===== config.mk =====
export PLATFORM = sky130hd
export DESIGN_NAME = thread_runctl
export DESIGN_NICKNAME = d
export VERILOG_FILES = /design/src/rtl/thread_runctl.sv
export SDC_FILE = /design/constraint.sdc
export NUM_CORES = 1
export LEC_CHECK = 0
export BUFFER_PORTS_ARGS = -buffer_cell sky130_fd_sc_hd__buf_2
export CAP_MARGIN = 40
export CORE_ASPECT_RATIO = 1.5
export CORE_MARGIN = 2
export CORE_UTILIZATION = 40
export CTS_CLUSTER_SIZE = 8
export DETAILED_ROUTE_END_ITERATION = 8
export GPL_TIMING_DRIVEN = 0
export SETUP_SLACK_MARGIN = 0.3
export SLEW_MARGIN = 20
export SYNTH_ARGS = -nofsm -noshare
export SYNTH_HDL_FRONTEND = slang
export SYNTH_SLANG_ARGS = --single-unit

===== constraint.sdc =====
create_clock -name clk -period 3.05 [get_ports clk]
set_clock_uncertainty 0.1 [all_clocks]
set_input_delay 0.4575 -clock clk [delete_from_list [all_inputs] [get_ports clk]]
set_output_delay 0.4575 -clock clk [all_outputs]
set_load 0.005 [all_outputs]

===== src/rtl/thread_runctl.sv =====
module thread_runctl #(
  parameter int NCTX = 4,
  parameter int VPW  = 2,
  parameter int AW   = 32,
  parameter int DW   = 32,
  parameter int EXW  = 5,
  localparam int CW  = (NCTX > 1) ? $clog2(NCTX) : 1
) (
  input  logic          clk,
  input  logic          rst_n,
  input  logic          cmd_valid,
  input  logic [1:0]    cmd_op,
  input  logic [CW-1:0] cmd_ctx,
  input  logic [AW-1:0] cmd_pc,
  input  logic [DW-1:0] yield_src,
  input  logic [DW-1:0] yield_mask,
  input  logic [CW-1:0] cfg_last_ctx,
  input  logic          sched_intercept,
  input  logic          set_halted,
  input  logic          set_alloc,
  input  logic          set_dirty,
  input  logic [VPW-1:0] set_vp,
  input  logic [CW-1:0] set_tcn,
  input  logic [CW-1:0] rd_ctx,
  output logic          done,
  output logic          fault,
  output logic [DW-1:0] yield_result,
  output logic [EXW-1:0] excode,
  output logic [NCTX-1:0] active_vec,
  output logic          rd_halted,
  output logic          rd_alloc,
  output logic          rd_dirty,
  output logic [VPW-1:0] rd_vp,
  output logic [CW-1:0] rd_tcn,
  output logic [AW-1:0] rd_restart,
  output logic [AW-1:0] rd_pc,
  output logic [AW-1:0] rd_npc,
  output logic [AW-1:0] rd_nnpc
);
  localparam logic [1:0] OP_HALT = 2'd0, OP_RESTORE = 2'd1, OP_YIELD = 2'd2, OP_SETUP = 2'd3;
  localparam logic [DW-1:0] SRC_QUIET = ~DW'(1);

  logic [NCTX-1:0] active, halted, alloc, dirty;
  logic [VPW-1:0]  vp      [NCTX];
  logic [CW-1:0]   tcn     [NCTX];
  logic [AW-1:0]   restart [NCTX];
  logic [AW-1:0]   pc      [NCTX];
  logic [AW-1:0]   npc     [NCTX];
  logic [AW-1:0]   nnpc    [NCTX];

  logic match;
  always_comb begin
    match = 1'b0;
    for (int i = 0; i < NCTX; i++)
      if (CW'(i) <= cfg_last_ctx && vp[i] == vp[cmd_ctx] && tcn[i] == tcn[cmd_ctx] &&
          alloc[i] && !halted[i] && active[i])
        match = 1'b1;
  end

  wire src_zero = (yield_src == '0);
  wire src_neg  = yield_src[DW-1];
  wire src_pos  = !src_neg && !src_zero;
  wire is_yield = cmd_valid && cmd_op == OP_YIELD;
  wire trap_mask  = is_yield && src_pos && (yield_mask == '0);
  wire trap_sched = is_yield && src_neg && (yield_src != SRC_QUIET) && sched_intercept && dirty[cmd_ctx];

  always_ff @(posedge clk or negedge rst_n) begin
    if (!rst_n) begin
      active       <= NCTX'(1);
      halted       <= '0;
      alloc        <= '0;
      dirty        <= '0;
      done         <= 1'b0;
      fault        <= 1'b0;
      yield_result <= '0;
      excode       <= '0;
      for (int i = 0; i < NCTX; i++) begin
        vp[i]      <= '0;
        tcn[i]     <= CW'(i);
        restart[i] <= '0;
        pc[i]      <= '0;
        npc[i]     <= '0;
        nnpc[i]    <= '0;
      end
    end else begin
      done  <= cmd_valid;
      fault <= trap_mask || trap_sched;
      if (trap_mask)  excode <= EXW'(2);
      if (trap_sched) excode <= EXW'(4);
      if (cmd_valid) begin
        case (cmd_op)
          OP_HALT: if (active[cmd_ctx]) begin
            active[cmd_ctx]  <= 1'b0;
            restart[cmd_ctx] <= cmd_pc;
          end
          OP_RESTORE: if (!active[cmd_ctx]) begin
            pc[cmd_ctx]     <= restart[cmd_ctx];
            npc[cmd_ctx]    <= restart[cmd_ctx] + AW'(4);
            nnpc[cmd_ctx]   <= restart[cmd_ctx] + AW'(8);
            active[cmd_ctx] <= 1'b1;
          end
          OP_YIELD: begin
            yield_result <= yield_src & yield_mask;
            if (src_zero && match) active[cmd_ctx] <= 1'b0;
          end
          default: begin
            halted[cmd_ctx]  <= set_halted;
            alloc[cmd_ctx]   <= set_alloc;
            dirty[cmd_ctx]   <= set_dirty;
            vp[cmd_ctx]      <= set_vp;
            tcn[cmd_ctx]     <= set_tcn;
            restart[cmd_ctx] <= cmd_pc;
          end
        endcase
      end
    end
  end

  assign active_vec = active;
  assign rd_halted  = halted[rd_ctx];
  assign rd_alloc   = alloc[rd_ctx];
  assign rd_dirty   = dirty[rd_ctx];
  assign rd_vp      = vp[rd_ctx];
  assign rd_tcn     = tcn[rd_ctx];
  assign rd_restart = restart[rd_ctx];
  assign rd_pc      = pc[rd_ctx];
  assign rd_npc     = npc[rd_ctx];
  assign rd_nnpc    = nnpc[rd_ctx];
endmodule



# == Word-level counts from Yosys, hierarchy flattened ==
# Index checks and enable logic that the tools add are counted.
# op_classes
n_reduce_logical,50
n_addsub,2
n_eq_ne,14
bitwise_logic,9
n_lt_le_gt_ge,10
mux,64
# op_table
cell,count
128-bit bitwise mux,4
32-bit two-way mux,11
32-bit binary-select mux with 2-bit select,5
128-bit case mux with 2 select lines,1
128-bit two-way mux,1
32-bit demux with 2-bit select,1
32-bit zero test,2
"32-bit by 3-bit adder with 32-bit output, second input constant",1
"32-bit by 4-bit adder with 32-bit output, second input constant",1
32-bit AND,1
"32-bit != test, second input constant",1
1-bit logical AND,31
2-bit two-way mux,9
2-bit binary-select mux with 2-bit select,4
8-bit bitwise mux,2
2-bit == test,8
4-bit bitwise mux,3
4-bit two-way mux,3
4-bit case mux with 3 select lines,1
1-bit binary-select mux with 2-bit select,5
1-bit two-way mux,10
5-bit two-way mux,2
"3-bit >= comparator, second input constant",2
1-bit zero test,6
other kinds (25),34
# word_totals
output_inout_bits,178
register_bits,583

# == Depth between registers and ports, before layout ==
# logic_depth
depth_word,17
ltp_mapped,12
depth_no_buf,9

# == Worst setup path before layout ==
# Ideal clock, no wire load.
# synth_path
path_type,in2reg
startpoint,input cmd_ctx[0]
endpoint,register nnpc[63] (netlist name)
setup_time_ns,0.137
arrival_ns,2.809
required_ns,2.813
setup_slack_ns,0.003
stages,11
path_cell_list,buf_6 > buf_6 > mux4_2 > buf_2 > ha_1 > nand3_4 > nor3_4 > nand3_2 > or4_4 > xor2_1 > a21oi_1
# synth_via
elab_chain_cells,6
word_cells_on_any_way,15
# synth_rtl
element,line,text
from (decl),13,"input logic [CW-1:0] cmd_ctx,"
2-bit inverter with 3-bit output (implied by the code),99,nnpc[cmd_ctx] <= restart[cmd_ctx] + AW'(8);
"32-bit binary-select mux with 2-bit select, or another cell as far along",99,
32-bit two-way mux (implied by the code) or 1-bit logical AND (tied branches),99,
32-bit two-way mux (implied by the code),99,
32-bit by 4-bit adder with 32-bit output or 32-bit demux with 2-bit select (tied branches),99,
128-bit bitwise mux,99,
"to (signal, indexed assignment)",99,
to (decl),49,logic [AW-1:0] nnpc [NCTX];
# Parallel ways exist; a longest one is shown, timed or not. The select of a mux whose other input is x is not followed.
# A chain may end at the register's enable or synchronous reset.

==> impl_metrics.csv <==
group,metric,value,unit
power_and_ir_drop,power.clock.fraction,0.356,
floorplan,start_util,0.405,
sta,final_max_slew_viol_count,0,
cells_and_area,regArea,0.0140,mm^2
detailed_routing,drt-wirelength-per-cell,24.8,um
yosys,synthCells,2070,
yosys,complex_gate_fraction_of_the_synthesized_area,0.0515,
power_and_ir_drop,report.power.total,22800,uW
power_and_ir_drop,switching_power,6920,uW
power_and_ir_drop,power.leakage,0.0153,uW
floorplan,rows,115,
sta,timing.final.crit_period,2800,ps
yosys,synth_seq_area_share,0.528,
floorplan,chipWidth,214,um
critical_path,timing.critical_path.to_type,"register",
global_routing,grt_overflow_total,0,
detailed_routing,detail-route-antenna-nets,0,
clock_tree,clock_sinks,560,
cells_and_area,final_layout_size_suffix_gt1_frac,0.413,
detailed_routing,drtIter0Drc,1537,
sta,max-slew-margin-rel,0.474,
critical_path,timing.rr.start,"tcn[0]",
placed_design,port-buffer-count,285,
power_and_ir_drop,switching_share,0.304,
yosys,synth_area_per_cell,12.8,um^2
global_routing,vias_in_the_first_global_route,20800,
critical_path,critical_path_required,3440,ps
cells_and_area,syn2layout_area_growth,25.0,%
cells_and_area,finish.net_count,2689,
critical_path,startpoint_type,"register",
sta,setup_violations,0,
yosys,synth_simple_gate_area_share,0.0872,
cells_and_area,multi_input_comb_area,0.0120,mm^2
yosys,synthFlopType,"sky130_fd_sc_hd__dfrtp_1",
sta,timing.fmax,357,MHz
critical_path,crit_fanout,6,
detailed_routing,drc_errors,0,
cells_and_area,postLayoutCoreUtil,0.506,
critical_path,setup.worst_path.class,"reg -> reg",
power_and_ir_drop,seqPwrFrac,0.413,
yosys,post_synth_num_cell_types,65,
yosys,ys.warnings.count,0,
detailed_routing,drt-pass1-iter-count,5,
sta,timing_worst_slew_pin_value,784,ps
run_status,status,"completed",
yosys,ffs_latches_synth,560,
yosys,synth_enable_flop_cells,0,
cells_and_area,layout_common_cells,"sky130_fd_sc_hd__dfrtp_1 (555), sky130_fd_sc_hd__buf_2 (327), sky130_fd_sc_hd__mux2_2 (308)",
power_and_ir_drop,power.combinational.fraction,0.232,
sta,layout_worst_path_cycle_share,0.919,
floorplan,floorplan.die.height,320,um
critical_path,worst_ep_arrival_time,3200,ps
clock_tree,cts_root_buf,"sky130_fd_sc_hd__clkbuf_16",
yosys,combinational_family_with_the_most_area_after_synthesis,"multiplexers",
clock_tree,cts_buffers,80,
clock_tree,insertion_delay,640,ps
sta,timing.final.hold_violations,0,
yosys,yosys.area_share.xor_xnor,0.0254,
clock_tree,clock_tree.htree_level_count,3,
global_routing,grtUsageTotal,0.251,
floorplan,ios,293,
min_path,holdCritPathClass,"in -> reg",
global_routing,grt_max_degree,107,
yosys,yosys.area_share.adder,0.00283,
job,maxCapViolCount,0,
global_routing,global_route_wire_length_before_repair,130,mm
sta,fin_worst_hold_slack,24.2,ps
yosys,muxShareOfSynthArea,0.273,
power_and_ir_drop,cellInternalPower,15900,uW
placed_design,dp_hpwl,63.3,mm
clock_tree,tritoncts_clock_tree,"yes",
floorplan,total_core_area,0.0656,mm^2
detailed_routing,finalWirelength,86.3,mm
power_and_ir_drop,vdd_drop_max,490,uV
clock_tree,cts_clock_pin_slew_for_the_worst_setup_and_hold_paths,50,ps
cells_and_area,layout.cells.most_common,"sky130_fd_sc_hd__dfrtp_1",
clock_tree,clk_path_buf_depth,3,
detailed_routing,detail_route.vias_per_cell,5.61,
yosys,async_reset_ff_frac,1.00,
power_and_ir_drop,power_density_of_the_placed_cells,687,mW/mm^2
min_path,holdCritStartpoint,"yield_mask[4]",
floorplan,dieArea,0.0685,mm^2
critical_path,critical_path.startpoint,"tcn[0]",
detailed_routing,dr_total_vias,19500,
placed_design,gpl_wtd_cong,0.912,
cells_and_area,nFillCells,5881,
global_routing,antenna_violations_before_repair,5,
yosys,synthesis.area,0.0265,mm^2
sta,rsz0062_at_grt,"true",
-- state kept, by name, indices dropped and copies added, names as in the netlist, named ones only --
signal and count:
yield_result 32, excode 2, alloc 4, dirty 4, vp 8, restart 128, done 1, pc 128
tcn 8, fault 1, nnpc 116, npc 120, halted 4
-- power by group through the flow --
stage	combinational (uW)	clock [uW]	sequential, uW
2_1_floorplan	3100	0	9240
3_3_place_gp	4830	0	9380
3_5_place_dp	5010	0	9500
4_1_cts	5200	8260	9390
5_1_grt	5670	8570	9540
6_report	5280	8110	9410
-- final cells by class --
class                           count  share of cell area
Sequential cell                   560               0.422
Multi-Input combinational cell   1342               0.362
Timing Repair Buffer              414              0.0862
Clock buffer                       99              0.0625
Tap cell                          877              0.0331
Buffer                            155              0.0280
Clock inverter                      8             0.00403
Inverter                           15             0.00170
Antenna cell                        4            0.000302
-- metal layers --
| metal | track usage | vias up | part of all wire | wire length (um) |
|---|---|---|---|---|
| met5 | 0 | - | 0.00015 | 13 |
| met4 | 0.137 | 2 | 0.054 | 4630 |
| met3 | 0.0370 | 205 | 0.052 | 4490 |
| met2 | 0.443 | 735 | 0.52 | 44900 |
| met1 | 0.293 | 10100 | 0.37 | 32300 |
| li1 | - | 8429 | - | - |
-- metrics by stage --
| stage | instance area [um^2] | worst slack (ps) | TNS, ps | instances |
|---|---|---|---|---|
| global placement | 29100 | -9620 | -5572090 | 3234 |
| CTS | 32900 | 273 | 0 | 3468 |
| floorplan | 26600 | 304 | 0 | 2072 |
| detailed placement | 29500 | -788 | -209910 | 3256 |
| finish | 33200 | 246 | 0 | 3474 |
| global route | 33200 | 224 | 0 | 3474 |
-- cell families after synthesis --
| family | count (synthesis) |
|---|---|
| flops | 560 |
| other cells | 1 |
| buf+inv | 170 |
| compound gates | 256 |
| fa+ha+maj | 6 |
| mux | 481 |
| simple gates | 519 |
| xor+xnor | 77 |
-- final timing paths --
check | cells past startpoint | slack [ps] | to
min in group asynchronous | 2 | 160 | yield_result[25]
hold reg to reg | 2 | 370 | pc[5]
max in group asynchronous | 6 | 660 | pc[51]
setup / recovery | 8 | 250 | register
hold / removal | 3 | 20 | yield_result[4]
setup reg to reg | 8 | 250 | register
-- Yosys cell counts (all sizes together) (3+ instances only) --
library cell    n  area, um^2
o31ai           3        22.5
dfrtp         555       13900
clkbuf         58         218
dfstp           5         131
buf            97         556
nor4           26         181
o41ai           3        26.3
inv            15        56.3
nand2         236         888
mux4          164        3700
nand2b          3        18.8
mux2i           9        90.1
nand4          21         144
a21oi         142         711
o21ai          87         435
mux2          308        3470
and2            5        31.3
xnor2          45         394
nor2b           3        18.8
nor2          167         639
ha              6        75.1
and3           10        62.6
nand3          21         133
o32ai           4        35.0
xor2           32         280
and4            4        35.0
nor3           13        81.3
-- critical path, cell delays in order, from the launching register on --
cell	delay [ps]
sky130_fd_sc_hd__dfstp_2	510
sky130_fd_sc_hd__clkbuf_2	180
sky130_fd_sc_hd__xor2_1	110
sky130_fd_sc_hd__o311ai_1	370
sky130_fd_sc_hd__o211ai_1	210
sky130_fd_sc_hd__nor3b_1	260
sky130_fd_sc_hd__o21ai_1	180
sky130_fd_sc_hd__and4_1	230
sky130_fd_sc_hd__or4_1	510
-- repair_timing --
action	in CTS	in global routing
resized for setup	56	85
pin swaps	4	2
setup endpoints to repair	460	461
hold buffers	92	0
buffers inserted	13	1
cloned	0	1
endpoints found under the hold margin	263	0
No activity file was read; power rests on OpenSTA's default activity.
